`src/rtl/bb_pkg.sv`:
```
package bb_pkg;
    localparam int PIX_W = 16;

    typedef logic [PIX_W-1:0] pix_t;

    typedef enum logic [1:0] {
        FS_IDLE  = 2'd0,
        FS_REQ   = 2'd1,
        FS_WRITE = 2'd2
    } fill_st_e;

    typedef struct packed {
        logic dummy;
        pix_t data;
    } beat_t;

    // 3:3:2 colour index widened to 5:6:5 by repeating the top bits
    function automatic pix_t expand332(input logic [7:0] c);
        return {c[7:5], c[7:6], c[4:2], c[4:2], c[1:0], c[1:0], c[1]};
    endfunction
endpackage

```
`src/rtl/bb_fill_ctrl.sv`:
```
module bb_fill_ctrl
    import bb_pkg::*;
#(
    parameter int BUF_PX   = 16,
    parameter int FRAME_PX = 48,
    localparam int IDX_W   = $clog2(BUF_PX),
    localparam int POS_W   = $clog2(FRAME_PX)
) (
    input  logic             clk,
    input  logic             rst,
    input  logic [1:0]       bank_full,
    input  logic             req_ack,
    input  logic             wr_en,
    input  logic             wr_narrow,
    input  pix_t             wr_data,
    output logic             req_valid,
    output logic [POS_W-1:0] req_pos,
    output logic             fill_bank,
    output logic             mem_we,
    output logic [IDX_W-1:0] mem_idx,
    output pix_t             mem_wdata,
    output logic             fill_done
);
    localparam logic [IDX_W-1:0] LAST_IDX = IDX_W'(BUF_PX - 1);
    localparam logic [POS_W-1:0] LAST_POS = POS_W'(FRAME_PX - BUF_PX);
    localparam logic [POS_W-1:0] STEP     = POS_W'(BUF_PX);

    fill_st_e         state;
    logic             bank;
    logic [POS_W-1:0] pos;
    logic [IDX_W-1:0] idx;

    always_ff @(posedge clk) begin
        if (rst) begin
            state <= FS_REQ;
            bank  <= 1'b0;
            pos   <= '0;
            idx   <= '0;
        end else begin
            case (state)
                FS_IDLE:  if (!bank_full[bank]) state <= FS_REQ;
                FS_REQ: begin
                    if (req_ack) begin
                        state <= FS_WRITE;
                        idx   <= '0;
                    end
                end
                FS_WRITE: begin
                    if (wr_en) begin
                        if (idx == LAST_IDX) begin
                            state <= FS_IDLE;
                            bank  <= ~bank;
                            pos   <= (pos == LAST_POS) ? '0 : pos + STEP;
                            idx   <= '0;
                        end else begin
                            idx <= idx + 1'b1;
                        end
                    end
                end
                default: state <= FS_IDLE;
            endcase
        end
    end

    assign req_valid = (state == FS_REQ);
    assign req_pos   = pos;
    assign fill_bank = bank;
    assign mem_we    = (state == FS_WRITE) && wr_en;
    assign mem_idx   = idx;
    assign mem_wdata = wr_narrow ? expand332(wr_data[7:0]) : wr_data;
    assign fill_done = mem_we && (idx == LAST_IDX);
endmodule

```
`src/rtl/bb_bank_store.sv`:
```
module bb_bank_store
    import bb_pkg::*;
#(
    parameter int BUF_PX = 16,
    localparam int IDX_W = $clog2(BUF_PX)
) (
    input  logic             clk,
    input  logic             we,
    input  logic             wbank,
    input  logic [IDX_W-1:0] widx,
    input  pix_t             wdata,
    input  logic             rbank,
    input  logic [IDX_W-1:0] ridx,
    output pix_t             rdata
);
    pix_t rd_b [2];

    for (genvar b = 0; b < 2; b++) begin : g_bank
        pix_t mem [BUF_PX];
        always_ff @(posedge clk) begin
            if (we && (wbank == 1'(b))) mem[widx] <= wdata;
        end
        assign rd_b[b] = mem[ridx];
    end

    assign rdata = rd_b[rbank];
endmodule

```
`src/rtl/bb_scan_out.sv`:
```
module bb_scan_out
    import bb_pkg::*;
#(
    parameter int   BUF_PX    = 16,
    parameter pix_t DUMMY_PIX = '0,
    localparam int  IDX_W     = $clog2(BUF_PX)
) (
    input  logic             clk,
    input  logic             rst,
    input  logic [1:0]       bank_full,
    input  pix_t             rdata,
    input  logic             pix_ready,
    input  logic             underrun_clr,
    output logic             rbank,
    output logic [IDX_W-1:0] ridx,
    output logic             pix_valid,
    output beat_t            beat,
    output logic             underrun,
    output logic             drain_done
);
    localparam logic [IDX_W-1:0] LAST_IDX = IDX_W'(BUF_PX - 1);

    logic started;
    logic live;
    logic xfer;

    assign live       = bank_full[rbank];
    assign pix_valid  = started;
    assign xfer       = started && pix_ready;
    assign drain_done = xfer && live && (ridx == LAST_IDX);

    always_comb begin
        beat.dummy = started && !live;
        beat.data  = live ? rdata : DUMMY_PIX;
    end

    always_ff @(posedge clk) begin
        if (rst) begin
            started  <= 1'b0;
            rbank    <= 1'b0;
            ridx     <= '0;
            underrun <= 1'b0;
        end else begin
            if (&bank_full) started <= 1'b1;
            if (xfer && live) begin
                if (ridx == LAST_IDX) begin
                    ridx  <= '0;
                    rbank <= ~rbank;
                end else begin
                    ridx <= ridx + 1'b1;
                end
            end
            if (xfer && !live)     underrun <= 1'b1;
            else if (underrun_clr) underrun <= 1'b0;
        end
    end
endmodule

```
`src/rtl/bb_scanout.sv`:
```
module bb_scanout
    import bb_pkg::*;
#(
    parameter int   LINE_PX     = 8,
    parameter int   BUF_LINES   = 2,
    parameter int   FRAME_LINES = 6,   // whole multiple of BUF_LINES
    parameter pix_t DUMMY_PIX   = '0,
    localparam int  BUF_PX      = LINE_PX * BUF_LINES,
    localparam int  FRAME_PX    = LINE_PX * FRAME_LINES,
    localparam int  BUF_BYTES   = BUF_PX * PIX_W / 8,
    localparam int  IDX_W       = $clog2(BUF_PX),
    localparam int  POS_W       = $clog2(FRAME_PX),
    localparam int  BYTES_W     = $clog2(BUF_BYTES + 1)
) (
    input  logic               clk,
    input  logic               rst,
    output logic               req_valid,
    input  logic               req_ack,
    output logic [POS_W-1:0]   req_pos,
    output logic [BYTES_W-1:0] req_bytes,
    output logic               req_bank,
    input  logic               wr_en,
    input  logic               wr_narrow,
    input  logic [15:0]        wr_data,
    output logic               pix_valid,
    input  logic               pix_ready,
    output logic [15:0]        pix_data,
    output logic               pix_dummy,
    output logic               underrun,
    input  logic               underrun_clr
);
    logic [1:0]       bank_full;
    logic             fill_bank, mem_we, fill_done;
    logic [IDX_W-1:0] mem_idx, ridx;
    pix_t             mem_wdata, rdata;
    logic             rbank, drain_done;
    beat_t            beat;

    bb_fill_ctrl #(.BUF_PX(BUF_PX), .FRAME_PX(FRAME_PX)) fill_i (
        .clk(clk), .rst(rst), .bank_full(bank_full), .req_ack(req_ack),
        .wr_en(wr_en), .wr_narrow(wr_narrow), .wr_data(wr_data),
        .req_valid(req_valid), .req_pos(req_pos), .fill_bank(fill_bank),
        .mem_we(mem_we), .mem_idx(mem_idx), .mem_wdata(mem_wdata),
        .fill_done(fill_done)
    );

    bb_bank_store #(.BUF_PX(BUF_PX)) store_i (
        .clk(clk), .we(mem_we), .wbank(fill_bank), .widx(mem_idx),
        .wdata(mem_wdata), .rbank(rbank), .ridx(ridx), .rdata(rdata)
    );

    bb_scan_out #(.BUF_PX(BUF_PX), .DUMMY_PIX(DUMMY_PIX)) scan_i (
        .clk(clk), .rst(rst), .bank_full(bank_full), .rdata(rdata),
        .pix_ready(pix_ready), .underrun_clr(underrun_clr),
        .rbank(rbank), .ridx(ridx), .pix_valid(pix_valid), .beat(beat),
        .underrun(underrun), .drain_done(drain_done)
    );

    // a bank is filled only while empty and drained only while full,
    // so the two events never meet on the same bank
    for (genvar b = 0; b < 2; b++) begin : g_full
        always_ff @(posedge clk) begin
            if (rst)                                   bank_full[b] <= 1'b0;
            else if (fill_done && fill_bank == 1'(b))  bank_full[b] <= 1'b1;
            else if (drain_done && rbank == 1'(b))     bank_full[b] <= 1'b0;
        end
    end

    assign req_bank  = fill_bank;
    assign req_bytes = BYTES_W'(BUF_BYTES);
    assign pix_data  = beat.data;
    assign pix_dummy = beat.dummy;
endmodule

```
`config.mk`:
```
export PLATFORM = sky130hd
export DESIGN_NAME = bb_scanout
export DESIGN_NICKNAME = d
export VERILOG_FILES = /design/src/rtl/bb_pkg.sv /design/src/rtl/bb_fill_ctrl.sv /design/src/rtl/bb_bank_store.sv /design/src/rtl/bb_scan_out.sv /design/src/rtl/bb_scanout.sv
export SDC_FILE = /design/constraint.sdc
export NUM_CORES = 1
export LEC_CHECK = 0
export BUFFER_PORTS_ARGS = -buffer_cell sky130_fd_sc_hd__buf_2
export CORE_ASPECT_RATIO = 1.75
export CORE_MARGIN = 3
export CORE_UTILIZATION = 56
export CTS_CLUSTER_DIAMETER = 60
export CTS_CLUSTER_SIZE = 20
export DETAILED_ROUTE_END_ITERATION = 8
export GPL_TIMING_DRIVEN = 0
export MAX_ROUTING_LAYER = met4
export PLACE_DENSITY = 0.82
export SYNTH_ARGS = -nofsm -noshare
export SYNTH_HDL_FRONTEND = slang
export SYNTH_SLANG_ARGS = --single-unit
```
`constraint.sdc`:
```
create_clock -name clk -period 2.7 [get_ports clk]
set_input_delay 0.54 -clock clk [delete_from_list [all_inputs] [get_ports clk]]
set_output_delay 0.54 -clock clk [all_outputs]
set_load 0.05 [all_outputs]
```
# Word level (Yosys, flattened, before mapping)
# Memories as Yosys holds them, arrays and structs flattened. A register that Yosys moved wholly into a read port is not among the register bits.
# Index checks and enable logic that the tools add are counted.
# W data, S select, Z words.
[op_classes] muxes=34 order_cmp=3 bitwise=3 n_addsub=3 n_reduce_logical=24 eq_ne=9
[ops] operator="$mux W16" n=5
[ops] operator="$mux W4" n=8
[ops] operator="$mux W1" n=14
[ops] operator="$logic_and A1 B1 Y1" n=13
[ops] operator="$add A4 B1 Y4 const B" n=2
[ops] operator="$eq A4 B4 Y1 const B" n=2
[ops] operator="$mux W2" n=4
[ops] operator="$pmux W4 S2" n=1
[ops] operator="$reduce_bool A2 Y1" n=4
[ops] operator="$add A6 B5 Y6 const B" n=1
[ops] operator="$eq A6 B6 Y1 const B" n=1
[ops] operator="$mux W6" n=1
[ops] operator="$ne A2 B2 Y1 const B" n=3
[ops] operator="$pmux W2 S3" n=1
[ops] operator="$reduce_and A3 Y1" n=2
[ops] operator="$lt A1 B2 Y1 const B" n=2
[ops] operator="$reduce_and A2 Y1" n=2
[ops] operator="$reduce_and A4 Y1" n=1
[ops] operator="$eq A2 B1 Y1 const B" n=1
[ops] operator="$eq A2 B2 Y1 const B" n=1
[ops] operator="$ge A2 B2 Y1 const B" n=1
[ops] operator="$logic_not A2 Y1" n=1
[ops] operator="$ne A2 B1 Y1 const B" n=1
[ops] operator="$not A1 Y1" n=2
[ops] operator="other kinds (2)" n=2
[totals] ramBits=512 inputBits=23 memories=2 wordCells=88 register_bits=22 out_inout_bits=33
[mem_list] name="store_i.g_bank[0].mem" words=16 word_bits=16 read_ports=1 rd_ports_with_merged_regs=1 write_ports=1 line_no="bb_bank_store.sv:19" rtl="pix_t mem [BUF_PX];"
[mem_list] name="store_i.g_bank[1].mem" words=16 word_bits=16 read_ports=1 rd_ports_with_merged_regs=1 write_ports=1 line_no="bb_bank_store.sv:19"

# Longest topological paths before layout
[logic_depth] ltp_word=7 depth_mapped=7 ltp_nobuf=5

# Cells and area by module
# From an unflattened synthesis, not the netlist that was laid out.
[unflattened] hier_cells=1305 hier_area_um2=21515.6
[modules_own_cells] mod="bb_bank_store" cells_per_inst=1134 n_inst=1 area_per_inst_um2=20248.2 seq_area_each_um2=15374.7
[modules_own_cells] mod="bb_fill_ctrl" cells_per_inst=96 n_inst=1 area_per_inst_um2=681.9 seq_area_each_um2=180.2
[modules_own_cells] mod="bb_scan_out" cells_per_inst=58 n_inst=1 area_per_inst_um2=447.9 seq_area_each_um2=140.1
[modules_own_cells] mod="bb_scanout" cells_per_inst=17 n_inst=1 area_per_inst_um2=137.6 seq_area_each_um2=40.0

# Worst setup path after synthesis
# No wires, ideal clock.
[synth_timing] path_type="register to output" from="reg (tool-made name)" to="out pix_data[11]" path_buffers=3 path_stages_with_launch=8 arrival_time_ns=2.162 path_slack_ns=-0.002 required_time_ns=2.160 path_cell_list="dfxtp_1 buf_6 and2b_2 clkbuf_1 buf_2 a221oi_1 o21ai_0 a31oi_1"
[synth_lines] item="to (decl)" line_no="bb_scanout.sv:27" rtl="output logic [15:0] pix_data,"

==> metrics list <==
* HPWL after DPL: 33.9 mm
- Total power divided by cell area: 585 nW/um^2
* Number of search-and-repair iterations in the first detailed-routing pass: 6
- Largest net degree at the start of global routing: 33
- At the end of routability-driven placement, the weighted congestion stood at 1.08.
* Result of the run: finished, violations left
* Maximum ir drop on the vdd rail: 0.000550 V
* Final setup violating endpoints: 16
* Hold_ws: 0.239 ns
* Distinct cell type count after synthesis: 53
- Static leakage: 7.58 nW
* Number of antenna violations at the first check in global routing: 2
- The total overflow left after global routing is 0.
- Vias after detailed routing: 11659
* Worst Setup Slack, final: -0.594 ns
- Headroom to the max-slew limit came out at 0.283.
- Clock slew at the register clock pins of the worst setup and hold paths: 0.08 ns
- Sequential share of power: 0.633
- Crit share post-route: 1.22
* Fraction of power spent switching nets: 0.203
* Crit path launch type: flip-flop
* Die Outline Area: 40400 um^2
- Die span in x: 153 um
- At the pin with the least slew margin, the transition time is 1.07 ns.
- The worst hold path belongs to the class in -> reg.
- Number of nets with antenna violations after routing: 0
- Global-route usage over all layers: 0.285
- The final reports fail on negative setup slack.
- The worst hold path begins at underrun_clr.
* Critical path type: reg -> out
- After floorplanning, the core was divided into 93 placement rows.
- Syn Area/Cell: 20.5 um^2
- Total detailed-routing wirelength: 57.8 mm
- Aggregate negative setup slack: -8.23 ns
- Vias in the first global route: 11391
- After detailed placement, the design holds a cell count of 1598.
* Worst Path Max Fanout: 4
* Net count of the finished layout: 1203
- Internal power comes to 11.5 mW.
- R2R cell count: 4
- Of the total power, combinational logic draws 0.029.
- Count of endpoints failing hold in the final timing report: 0
* Number of maximum-capacitance violations: 0
- STA puts the critical path data arrival time at 2.75 ns.
- Setup repair after global routing could not meet its margin everywhere.
* Final critical path time including I/O delays and setup: 3.29 ns
- Finished Core Util: 0.665
- Walking the worst path, the cells encountered are bufbuf_16, buf_6, mux4_2, mux2i_1, a221o_1, a31oi_1, buf_4.
* Clock buffer count from CTS: 31
- Num Clock Sinks: 534
- Synth async-reset ratio: 0
- Port buffering added 44 buffers.
- Routed via count divided by cell count: 6.96
* Initial DRC count: 1719
* Buffers from clock root to sink, at most: 3
* Overall Power: 14.4 mW
- In the final routed layout, each cell accounts on average for 34.5 um.
* WHS Path Cells: 4
* Summed instance area of the synthesized netlist: 21200 um^2
- In the synthesized netlist the dominant register cell turns out to be edfxtp_1.
- H-tree levels: 1
* Post-Synthesis Cells: 1034
- The finished layout holds 1676 standard cells, fillers aside.
- In the final layout, the share of cells above drive strength 1 is 0.342.
* Final setup skew: 0.0190 ns
- Synth-to-Final Area Change: 16.3%
- The largest individual stage delay along the critical path comes from the cell mux4_2.
- Worst EP required: 2.16 ns
- The first global-routing pass estimated 80.8 mm of wire.
* Post-synth EDFFs: 512
- Synthesized flop and latch total: 534
- The initial utilization of the core area, before any placement, comes to 0.572.
* Root cell of the clock tree: clkbuf_16
- Startpoint of the most critical register-to-register path: fill_i.state[1]
- Sequential fraction of the synthesis area: 0.745
* Placeable core area: 37100 um^2
- Net switching power of the design: 2.92 mW
- Delay contributed by the slowest stage of the critical path: 0.53 ns
- Die Height: 264 um
- Yosys printed 0 warnings.
* Clk Latency, worst-skew pair: 0.60 ns
- The total count of max-transition violations in the final report came to 0.
- Clock share of power: 0.338
* Highest attainable clock frequency: 304 MHz
* # IOs: 56
* DRC violation count after routing: 0
- TritonCTS built the clock tree.
- The worst setup path is captured at an output port.
-- metal layers --
layer,vias up,global-route usage,share of wire
li1,4512,-,-
met1,5913,0.327,0.30
met2,979,0.486,0.52
met3,255,0.0393,0.089
met4,0,0.155,0.084
met5,-,-,0
-- power groups by stage --
| stage | registers, mW | clock network (mW) | logic [mW] |
|---|---|---|---|
| after floorplan | 9.33 | 0 | 0.169 |
| after global placement | 9.35 | 0 | 0.294 |
| after detailed placement | 9.32 | 0 | 0.405 |
| after CTS | 9.13 | 4.83 | 0.408 |
| after global routing | 9.13 | 5.19 | 0.445 |
| final | 9.13 | 4.88 | 0.425 |
-- cell type report --
type,count,area (um^2)
tap,475,594
clock inverter,4,60.1
fill,2162,12400
sequential,534,15800
timing repair buffer,102,1150
inverter,21,83.8
clock buffer,53,858
antenna,2,5.00
buffer,63,742
multi-input combinational,422,5360
-- cell usage in the layout (no fill, tap or decap), types with 21 or more instances in the layout --
cell type | synthesis | layout
clkbuf_16 | 0 | 33
nand2_1 | 37 | 37
buf_8 | 4 | 40
buf_2 | 8 | 29
buf_4 | 19 | 37
mux2i_1 | 65 | 40
edfxtp_1 | 512 | 512
nor2_2 | 0 | 29
mux4_2 | 71 | 99
o21ai_2 | 0 | 21
clkbuf_1 | 8 | 29
-- cell usage after synthesis (all sizes together) (16+ instances only) --
cell type | count | area (um^2)
inv | 21 | 78.8
nor2 | 47 | 176
dfxtp | 22 | 440
buf | 46 | 413
mux4 | 112 | 2680
a22oi | 16 | 120
a221o | 16 | 160
mux2i | 65 | 651
edfxtp | 512 | 15400
nand2 | 37 | 139
o21ai | 29 | 145
a31oi | 17 | 106
-- worst max-delay path, delay by kind of cell, from the launching register on --
family	cells	cell delay (ns)
mux	2	0.75
buf+inv	3	0.61
compound gates	2	0.40
flops	1	0.39
-- path summary, 6_finish.rpt --
check	to	slack [ns]
max	pix_data[4]	-0.59
min	scan_i.underrun	0.24
min reg2reg	scan_i.underrun	0.50
max reg2reg	store_i.g_bank[1].mem[12][13]	0.31
-- sequential cells by signal (all words and copies together), names as in the netlist, named ones only --
register / cells
bank_full: 2
fill_i.fill_bank: 1
fill_i.mem_idx: 4
fill_i.req_pos: 2
fill_i.state: 2
scan_i.pix_valid: 1
scan_i.rbank: 1
scan_i.ridx: 4
scan_i.underrun: 1
store_i.g_bank.mem: 512
-- kinds of logic after synthesis --
kind of cell | after synthesis | synth area share
AO/OA/AOI/OAI | 111 | 0.0368
XOR/XNOR | 5 | 0.00206
adder cells (fa/ha/maj) | 5 | 0.00295
buffers and inverters | 86 | 0.0310
flip-flops | 534 | 0.745
multiplexers | 180 | 0.158
other | 2 | 0.000354
AND/OR/NAND/NOR | 111 | 0.0232
-- through the flow --
stage	setup slack (ns)	area, um^2
after floorplan	0.0195	21300
after global placement	-2.09	22100
after detailed placement	-0.272	22800
after CTS	-0.460	24500
after global routing	-0.622	24700
final	-0.594	24700
-- repair_timing --
action,4_1_cts,5_1_grt
resized for setup,185,25
hold buffers,0,0
setup endpoints to repair,17,17
gates cloned,3,1
pin swaps,18,8
setup buffers,7,10
(Power assumes the default switching activity.)
